[src/rtl/mppt_pkg.sv]
package mppt_pkg;
    typedef enum logic [1:0] {
        TRK_SETTLE,
        TRK_ARM,
        TRK_WAIT,
        TRK_APPLY
    } trk_state_e;
endpackage

[src/rtl/mppt_pwm_timer.sv]
module mppt_pwm_timer #(
    parameter int CNT_W = 16
) (
    input  logic             clk,
    input  logic             rst,
    input  logic             en,
    input  logic [CNT_W-1:0] period,
    input  logic [CNT_W-1:0] ton,
    input  logic [CNT_W-1:0] lead,
    input  logic             arm,
    output logic             gate,
    output logic             start,
    output logic             wrap,
    output logic [CNT_W-1:0] cnt
);
    typedef struct packed {
        logic             run;
        logic [CNT_W-1:0] cnt;
    } tmr_t;

    tmr_t d, q;
    logic [CNT_W-1:0] last_cnt;
    logic [CNT_W-1:0] start_pos;

    always_comb begin
        last_cnt  = period - CNT_W'(1);
        start_pos = (lead >= ton) ? '0 : (ton - lead);
        wrap      = q.run && (q.cnt >= last_cnt);
        gate      = q.run && (q.cnt < ton);
        start     = q.run && arm && (q.cnt == start_pos);
        cnt       = q.cnt;

        d = q;
        if (rst || !en) begin
            d = '0;
        end else begin
            d.run = 1'b1;
            if (!q.run || wrap) d.cnt = '0;
            else                d.cnt = q.cnt + CNT_W'(1);
        end
    end

    always_ff @(posedge clk) begin
        q <= d;
    end

    // the start pulse never lasts two clocks
    a_r2_start_single: assert property (@(posedge clk) disable iff (rst)
        start |=> !start);

    // the start pulse lies inside the high phase, before turn-off
    a_r2_start_in_on: assert property (@(posedge clk) disable iff (rst)
        (start && lead != '0 && lead < ton) |-> gate);

    // gate is off the clock after enable drops
    a_r9_gate_off: assert property (@(posedge clk) disable iff (rst)
        !en |=> !gate);
endmodule

[src/rtl/mppt_hill_step.sv]
module mppt_hill_step #(
    parameter int CNT_W = 16,
    parameter int ADC_W = 12
) (
    input  logic [CNT_W-1:0] ton,
    input  logic [CNT_W-1:0] step,
    input  logic [CNT_W-1:0] ton_min,
    input  logic [CNT_W-1:0] ton_max,
    input  logic             dir_up,
    input  logic             have_prev,
    input  logic [ADC_W-1:0] prev,
    input  logic [ADC_W-1:0] sample,
    output logic [CNT_W-1:0] ton_nx,
    output logic             dir_nx
);
    logic [CNT_W:0] raised;
    logic [CNT_W:0] floor_lim;

    always_comb begin
        dir_nx    = (have_prev && (sample < prev)) ? !dir_up : dir_up;
        raised    = {1'b0, ton} + {1'b0, step};
        floor_lim = {1'b0, ton_min} + {1'b0, step};
        if (dir_nx) begin
            ton_nx = (raised > {1'b0, ton_max}) ? ton_max : raised[CNT_W-1:0];
        end else begin
            ton_nx = ({1'b0, ton} < floor_lim) ? ton_min : (ton - step);
        end
    end
endmodule

[src/rtl/mppt_tracker.sv]
module mppt_tracker
    import mppt_pkg::*;
#(
    parameter int CNT_W   = 16,
    parameter int ADC_W   = 12,
    parameter int SET_W   = 8,
    parameter int TMO_CYC = 4096
) (
    input  logic             clk,
    input  logic             rst,
    input  logic             en,
    input  logic [CNT_W-1:0] period,
    input  logic [CNT_W-1:0] ton_min,
    input  logic [CNT_W-1:0] ton_max,
    input  logic [CNT_W-1:0] ton_step,
    input  logic [SET_W-1:0] settle_periods,
    input  logic [ADC_W-1:0] adc_data,
    input  logic             adc_ready,
    input  logic             wrap,
    input  logic             start,
    input  logic [CNT_W-1:0] cnt,
    output logic [CNT_W-1:0] ton,
    output logic             arm
);
    localparam int TMO_W = $clog2(TMO_CYC + 1);

    typedef struct packed {
        trk_state_e       st;
        logic [CNT_W-1:0] ton;
        logic [CNT_W-1:0] pend;
        logic             dir_up;
        logic             have_prev;
        logic [ADC_W-1:0] prev;
        logic [SET_W-1:0] settle;
        logic [TMO_W-1:0] tmo;
    } trk_t;

    trk_t d, q;
    logic [CNT_W-1:0] step_ton;
    logic             step_dir;

    mppt_hill_step #(.CNT_W(CNT_W), .ADC_W(ADC_W)) u_step (
        .ton       (q.ton),
        .step      (ton_step),
        .ton_min   (ton_min),
        .ton_max   (ton_max),
        .dir_up    (q.dir_up),
        .have_prev (q.have_prev),
        .prev      (q.prev),
        .sample    (adc_data),
        .ton_nx    (step_ton),
        .dir_nx    (step_dir)
    );

    always_comb begin
        d = q;
        if (rst || !en) begin
            d           = '0;
            d.st        = TRK_SETTLE;
            d.ton       = period >> 1;
            d.pend      = period >> 1;
            d.dir_up    = 1'b1;
        end else begin
            unique case (q.st)
                TRK_SETTLE: if (wrap) begin
                    if (q.settle >= settle_periods) begin
                        d.st     = TRK_ARM;
                        d.settle = '0;
                    end else begin
                        d.settle = q.settle + SET_W'(1);
                    end
                end
                TRK_ARM: if (start) begin
                    d.st  = TRK_WAIT;
                    d.tmo = '0;
                end
                TRK_WAIT: begin
                    if (adc_ready) begin
                        d.prev      = adc_data;
                        d.have_prev = 1'b1;
                        d.dir_up    = step_dir;
                        d.pend      = step_ton;
                        d.st        = TRK_APPLY;
                    end else if (q.tmo == TMO_W'(TMO_CYC - 1)) begin
                        d.st     = TRK_SETTLE;
                        d.settle = '0;
                    end else begin
                        d.tmo = q.tmo + TMO_W'(1);
                    end
                end
                TRK_APPLY: if (wrap) begin
                    d.ton    = q.pend;
                    d.settle = '0;
                    d.st     = TRK_SETTLE;
                end
                default: d.st = TRK_SETTLE;
            endcase
        end
    end

    always_ff @(posedge clk) begin
        q <= d;
    end

    assign ton = q.ton;
    assign arm = (q.st == TRK_ARM);

    // on-time moves only where the timer restarts its count
    a_r3_change_at_boundary: assert property (@(posedge clk) disable iff (rst)
        (en && $past(en) && !$stable(q.ton)) |-> (cnt == '0));

    // a decided on-time lies inside the window
    a_r6_ton_in_window: assert property (@(posedge clk) disable iff (rst)
        (en && $past(en) && !$stable(q.ton)) |-> (q.ton >= ton_min && q.ton <= ton_max));

    // from inside the window a change never exceeds one step
    a_r5_step_size: assert property (@(posedge clk) disable iff (rst)
        (en && $past(en) && !$stable(q.ton) && $past(q.ton) >= ton_min && $past(q.ton) <= ton_max)
        |-> (((q.ton >= $past(q.ton)) ? (q.ton - $past(q.ton)) : ($past(q.ton) - q.ton)) <= ton_step));

    // the wait for a result is bounded
    a_r10_wait_bounded: assert property (@(posedge clk) disable iff (rst)
        (q.st == TRK_WAIT) |-> (q.tmo < TMO_W'(TMO_CYC)));
endmodule

[src/rtl/mppt_pwm_ctrl.sv]
module mppt_pwm_ctrl #(
    parameter int CNT_W   = 16,
    parameter int ADC_W   = 12,
    parameter int SET_W   = 8,
    parameter int TMO_CYC = 4096
) (
    input  logic             clk,
    input  logic             rst,
    input  logic             en,
    input  logic [CNT_W-1:0] period,
    input  logic [CNT_W-1:0] ton_min,
    input  logic [CNT_W-1:0] ton_max,
    input  logic [CNT_W-1:0] ton_step,
    input  logic [CNT_W-1:0] lead,
    input  logic [SET_W-1:0] settle_periods,
    input  logic [ADC_W-1:0] adc_data,
    input  logic             adc_ready,
    output logic             gate,
    output logic             adc_start,
    output logic [CNT_W-1:0] ton
);
    logic             wrap;
    logic             arm;
    logic [CNT_W-1:0] cnt;

    mppt_pwm_timer #(.CNT_W(CNT_W)) u_timer (
        .clk    (clk),
        .rst    (rst),
        .en     (en),
        .period (period),
        .ton    (ton),
        .lead   (lead),
        .arm    (arm),
        .gate   (gate),
        .start  (adc_start),
        .wrap   (wrap),
        .cnt    (cnt)
    );

    mppt_tracker #(
        .CNT_W   (CNT_W),
        .ADC_W   (ADC_W),
        .SET_W   (SET_W),
        .TMO_CYC (TMO_CYC)
    ) u_tracker (
        .clk            (clk),
        .rst            (rst),
        .en             (en),
        .period         (period),
        .ton_min        (ton_min),
        .ton_max        (ton_max),
        .ton_step       (ton_step),
        .settle_periods (settle_periods),
        .adc_data       (adc_data),
        .adc_ready      (adc_ready),
        .wrap           (wrap),
        .start          (adc_start),
        .cnt            (cnt),
        .ton            (ton),
        .arm            (arm)
    );

    // nothing switches while reset is held
    a_r8_quiet_in_reset: assert property (@(posedge clk)
        rst |=> (!gate && !adc_start));
endmodule

[config.mk]
export PLATFORM = sky130hd
export DESIGN_NAME = mppt_pwm_ctrl
export DESIGN_NICKNAME = d
export VERILOG_FILES = /design/src/rtl/mppt_pkg.sv /design/src/rtl/mppt_pwm_timer.sv /design/src/rtl/mppt_hill_step.sv /design/src/rtl/mppt_tracker.sv /design/src/rtl/mppt_pwm_ctrl.sv
export SDC_FILE = /design/constraint.sdc
export NUM_CORES = 1
export LEC_CHECK = 0
export BUFFER_PORTS_ARGS = -buffer_cell sky130_fd_sc_hd__buf_4
export CELL_PAD_IN_SITES_DETAIL_PLACEMENT = 1
export CELL_PAD_IN_SITES_GLOBAL_PLACEMENT = 1
export CORE_UTILIZATION = 41
export DETAILED_ROUTE_END_ITERATION = 16
export PLACE_DENSITY_LB_ADDON = 0.1
export SYNTH_ARGS = -nofsm -noshare
export SYNTH_HDL_FRONTEND = slang
export SYNTH_SLANG_ARGS = --single-unit
[constraint.sdc]
create_clock -name clk -period 4.8 [get_ports clk]
set_input_delay 0.48 -clock clk [delete_from_list [all_inputs] [get_ports clk]]
set_output_delay 0.48 -clock clk [all_outputs]
set_load 0.01 [all_outputs]
# Word level (Yosys, flattened, before mapping)
# Cells that the tools add are included.
# word_totals
reg_bits	86
out_inout_bits	18
input_bits	104
# classes
mux	27
add_sub_neg	8
order_cmp	7
n_reduce_logical	25
n_eq_ne	13
# ops
operator	n
2-to-1 mux 16 bit	5
2-to-1 mux 66 bit	1
2-to-1 mux 30 bit	2
adder 16 x 16 -> 17 bit	2
greater-or-equal comparator 16 bit	2
2-to-1 mux 8 bit	4
subtractor 16 bit	2
2-to-1 mux 13 bit	2
one-hot mux 13 bit (2 select lines)	1
one-hot mux 8 bit (3 select lines)	1
2-to-1 mux 21 bit	1
2-to-1 mux 18 bit	1
greater-than comparator 17 x 16 -> 1 bit	1
less-than comparator 16 x 17 -> 1 bit	1
2-to-1 mux 17 bit	1
adder 16 x 1 -> 16 bit (second input constant)	1
equality test 16 bit	1
less-than comparator 16 bit	1
subtractor 16 x 1 -> 16 bit (second input constant)	1
2-to-1 mux 15 bit	1
adder 13 x 1 -> 13 bit (second input constant)	1
equality test 13 x 12 -> 1 bit (second input constant)	1
less-than comparator 12 bit	1
2-to-1 mux 2 bit	5
19 further kinds	40

# Logic depth before layout (Yosys ltp)
# depth
depth_word	7
depth_mapped	23
ltp_nobuf	23

# Modules after synthesis
# A second synthesis with hierarchy kept.
# hier_totals
hier_cells	1230
area_unflattened_um2	10084.7
# modules_own_cells
mod	cells_per_inst	area_per_inst_um2	n_inst
mppt_hill_step	493	3744.8	1
mppt_tracker	325	3279.4	1
mppt_pwm_timer	412	3060.4	1

# Worst setup path after synthesis
# Ideal clock, no wire load.
# synth_timing
kind	input to register
from	input ton_min[0]
to	register u_tracker.q[45] in the netlist's numbering, data pin
stages	20
setup_slack_ns	0.121
required_time_ns	4.533
arrival_time_ns	4.412
path_cell_list	ha_1 > fa_1 > a21o_1 > a21oi_1 > nand2b_1 > a21oi_1 > a41o_1 > or2_2 > and2_1 > o21ai_0 > nand2b_1 > xnor2_1 > ha_1 > o211a_1 > o21ai_0 > a211oi_2 > buf_2 > mux2_2 > a22oi_1 > o21ai_0
# synth_rtl
element	line	text
start, declared	mppt_pwm_ctrl.sv:11	input logic [CNT_W-1:0] ton_min,
end signal, assigned	mppt_tracker.sv:102	q <= d;
end, declared	mppt_tracker.sv:38	trk_t d, q;

==> results.md <==
- Starting density of the core: 41.7%
- Root Buffer: clkbuf_16
- CTS tree: yes
- Cell area after synthesis: 9770 um2
- Final setup viols: 0
- Die W: 156 um
- Synth Area in Compound Gates: 21.2%
- Worst hold slack: 370 ps
- GPL Wtd Cong: 0.896
- Max_slew headroom: 39.3%
- Cells after synthesis: 1218
- Clock transition at path regs: 70 ps
- DR WL met3: 1400 um
- Worst-path maximum fanout: 6
- Inserted Clock Buffers: 9
- Leakage: 5.34 nW
- TritonCTS Sinks: 86
- Top post-synthesis cells by count: ha_1, inv_1, nand2_1, nor2_1, a21oi_1
- Worst-Skew Late Latency: 360 ps
- Pre-antenna DRT Iters: 4
- Crit. Startpoint: u_tracker.ton[0]$_DFFE_PP_
- Worst VDD drop: 166 uV
- Drt wl/cell: 18.4 um
- Fin Setup TNS: 0 ps
- H-tree levels: 3
- Synth cell types: 80
- Fin util: 50.1%
- Routed Antenna Nets: 0
- Final worst slack: 132 ps
- Share of post-route cells with drive strength above 1: 18.9%
- Non-filler cells in the finished layout: 1681
- Vias in the first global route: 9351
- Core ar.: 23400 um2
- Die Span Y: 156 um
- Post-synth EDFFs: 30
- Nets@finish: 1614
- Syn_nets: 1474
- Total grt overflow: 0
- Final Hold Fails: 0
- Met1 WL: 14000 um
- Main combinational cell family by area after synthesis: compound AO/OA/AOI/OAI gates
- Vias per cell: 5.51
- Placed insts: 1658
- Syn_area_per_cell: 8.02 um2
- FF/Latch Area: 2020 um2
- PwrDens: 233 nW/um2
- Min cycle time layout: 4670 ps
- Post-synthesis sequential area ratio: 20.7%
- Vias: 9262
- DR iter-0 viols: 344
- Period utilisation layout: 97.3%
- Mux cell area share after synthesis: 4.19%
- Worst-margin pin slew: 905 ps
- Seq cells post-synth: 86
- Drt total wl: 31000 um
- Post-synthesis simple-gate area fraction: 18.2%
- Hold Crit Start: adc_data[0]
- Xor and xnor area share after synthesis: 8.25%
- Post-Synth Adder-Cell Area: 19.8%
- Largest net degree at the start of global routing: 48
- Maxcap violations: 0
- Gr usage total: 26.0%
- Outcome: completed
- Met2 WL: 15000 um
- Crit end category: register
- Crit path required time: 4920 ps
- Pre-CTS WS: -321 ps
- Initial antenna violation count: 0
- WP data arrival: 4780 ps
- Global-route wire length before repair: 49400 um
- Area growth syn-to-layout: 20.0%
- Hold buffer count at CTS: 0
- Die area: 24400 um2
- # rows: 56
- Fillers: 2896
- Port-buffer cells: 121
- Post-DP HPWL: 25000 um
- Top sig layer: met4
- Setup CP Type: register to register
- Most common cell in the netlist: ha_1
- Fraction of registers with async set/reset: 0%
- Synth top area cells: ha_1, dfxtp_1, edfxtp_1
- Area share of the largest cell type after synthesis: 19.0%
- Max Slew Vio Count: 0
- Unrepaired setup endpoints after global routing: true
- DRC: 0
- Area of the multi-input gates: 7110 um2
- Leading area contributor after synthesis: ha_1
- Crit start category: register
- Most used DFF post-synth: dfxtp_1
- Worst hold path class: primary input to register
- Number of diodes: 0
- F_max: 0.214 GHz
- Reg2reg start: u_tracker.ton[0]$_DFFE_PP_
- CTS Buffer Depth: 2
- Synth Warn #: 0
- Final setup skew: 14.5 ps
- Total I/O pin count: 122
[repair_timing]
item / CTS / global route
setup endpoints to repair: 5 / 17
hold endpoints to repair: 0 / 0
resized for setup: 1 / 29
setup buffers: 0 / 8
pin swaps: 0 / 22
[sequential cells by signal, indices dropped and copies added, names as in the netlist]
signal,cells
u_tracker.q,53
u_timer.cnt,16
u_tracker.ton,16
u_timer.q,1
[metal layers]
| layer | vias to the layer above | track usage (%) |
|---|---|---|
| met3 | 32 | 4.10 |
| met5 | - | 0 |
| li1 | 4603 | - |
| met2 | 170 | 45.8 |
| met4 | 0 | 6.35 |
| met1 | 4457 | 32.9 |
[where the power goes]
group	switching, W	leakage (nW)	total [W]	internal (W)
Clock	0.000333	0.149	0.000749	0.000417
Sequential	0.0000216	0.765	0.000803	0.000781
Combinational	0.000625	4.43	0.00118	0.000552
Total	0.000980	5.34	0.00273	0.00175
[logic make-up after synthesis]
logic type      Yosys count
xor+xnor                 88
buf+inv                 177
simple gates            368
flops                    86
mux                      39
fa+ha+maj               152
compound gates          308
[placed cells by master, fill, tap and decap left out, types with 11 or more instances in the layout]
cell       synthesis  routed
ha_1             148     146
mux2_2            15      15
dfxtp_1           56      56
o21a_1            24      24
a31oi_1           15      14
a22oi_1           17      17
nand2_1          100      99
xor2_1            35      35
edfxtp_1          30      30
o21ai_0           60      55
clkbuf_16          0      11
mux2i_1           24      24
nand3_1           45      44
nor3_1            19      19
nor2_1            98      97
xnor2_1           50      49
buf_4             16     189
a21o_1            28      28
nor4_1            11      11
inv_1            116     115
a21oi_1           69      66
a22o_1            13      13
nor2b_1           13      13
nand2b_1          26      25
[layout make-up]
cell class              instances  share of cell area (%)
multi-input cells             955                    60.7
clock inverters                 4                   0.288
clock buffers                  11                    2.35
repair buffers                190                    12.3
flip-flops and latches         86                    17.3
well taps                     319                    3.41
inverters                     116                    3.72
[path summary, 6_finish.rpt]
kind	slack, ps	end	cells past startpoint
min reg2reg	450	u_tracker.q[25]$_SDFFE_PN0P_	2
min	370	u_tracker.q[21]$_SDFFE_PN0P_	3
max	130	u_tracker.q[38]$_DFFE_PP_	24
max reg2reg	130	u_tracker.q[38]$_DFFE_PP_	24
[stage by stage]
stage	total power, W	instance area [um2]
floorplan	0.00155	9770
global placement	0.00190	11200
detailed placement	0.00193	11200
CTS	0.00269	11500
global route	0.00290	11700
finish	0.00273	11700
[critical path: stages (launching register included)]
cell	delay [ps]
edfxtp_1	380
ha_2	200
inv_2	40
fa_2	360
o21bai_1	170
a21oi_2	80
nor2_1	120
nor2_1	70
or2_4	240
a31oi_4	220
a221oi_2	100
o31ai_1	280
xnor2_1	210
ha_1	300
nand2_2	100
nor2_2	50
nand3_2	100
a221oi_2	50
o41a_1	440
o32ai_2	100
o211ai_1	180
buf_4	220
mux2i_1	160
o22ai_1	120
a21o_1	160
Power figures use the tool's default switching activity.
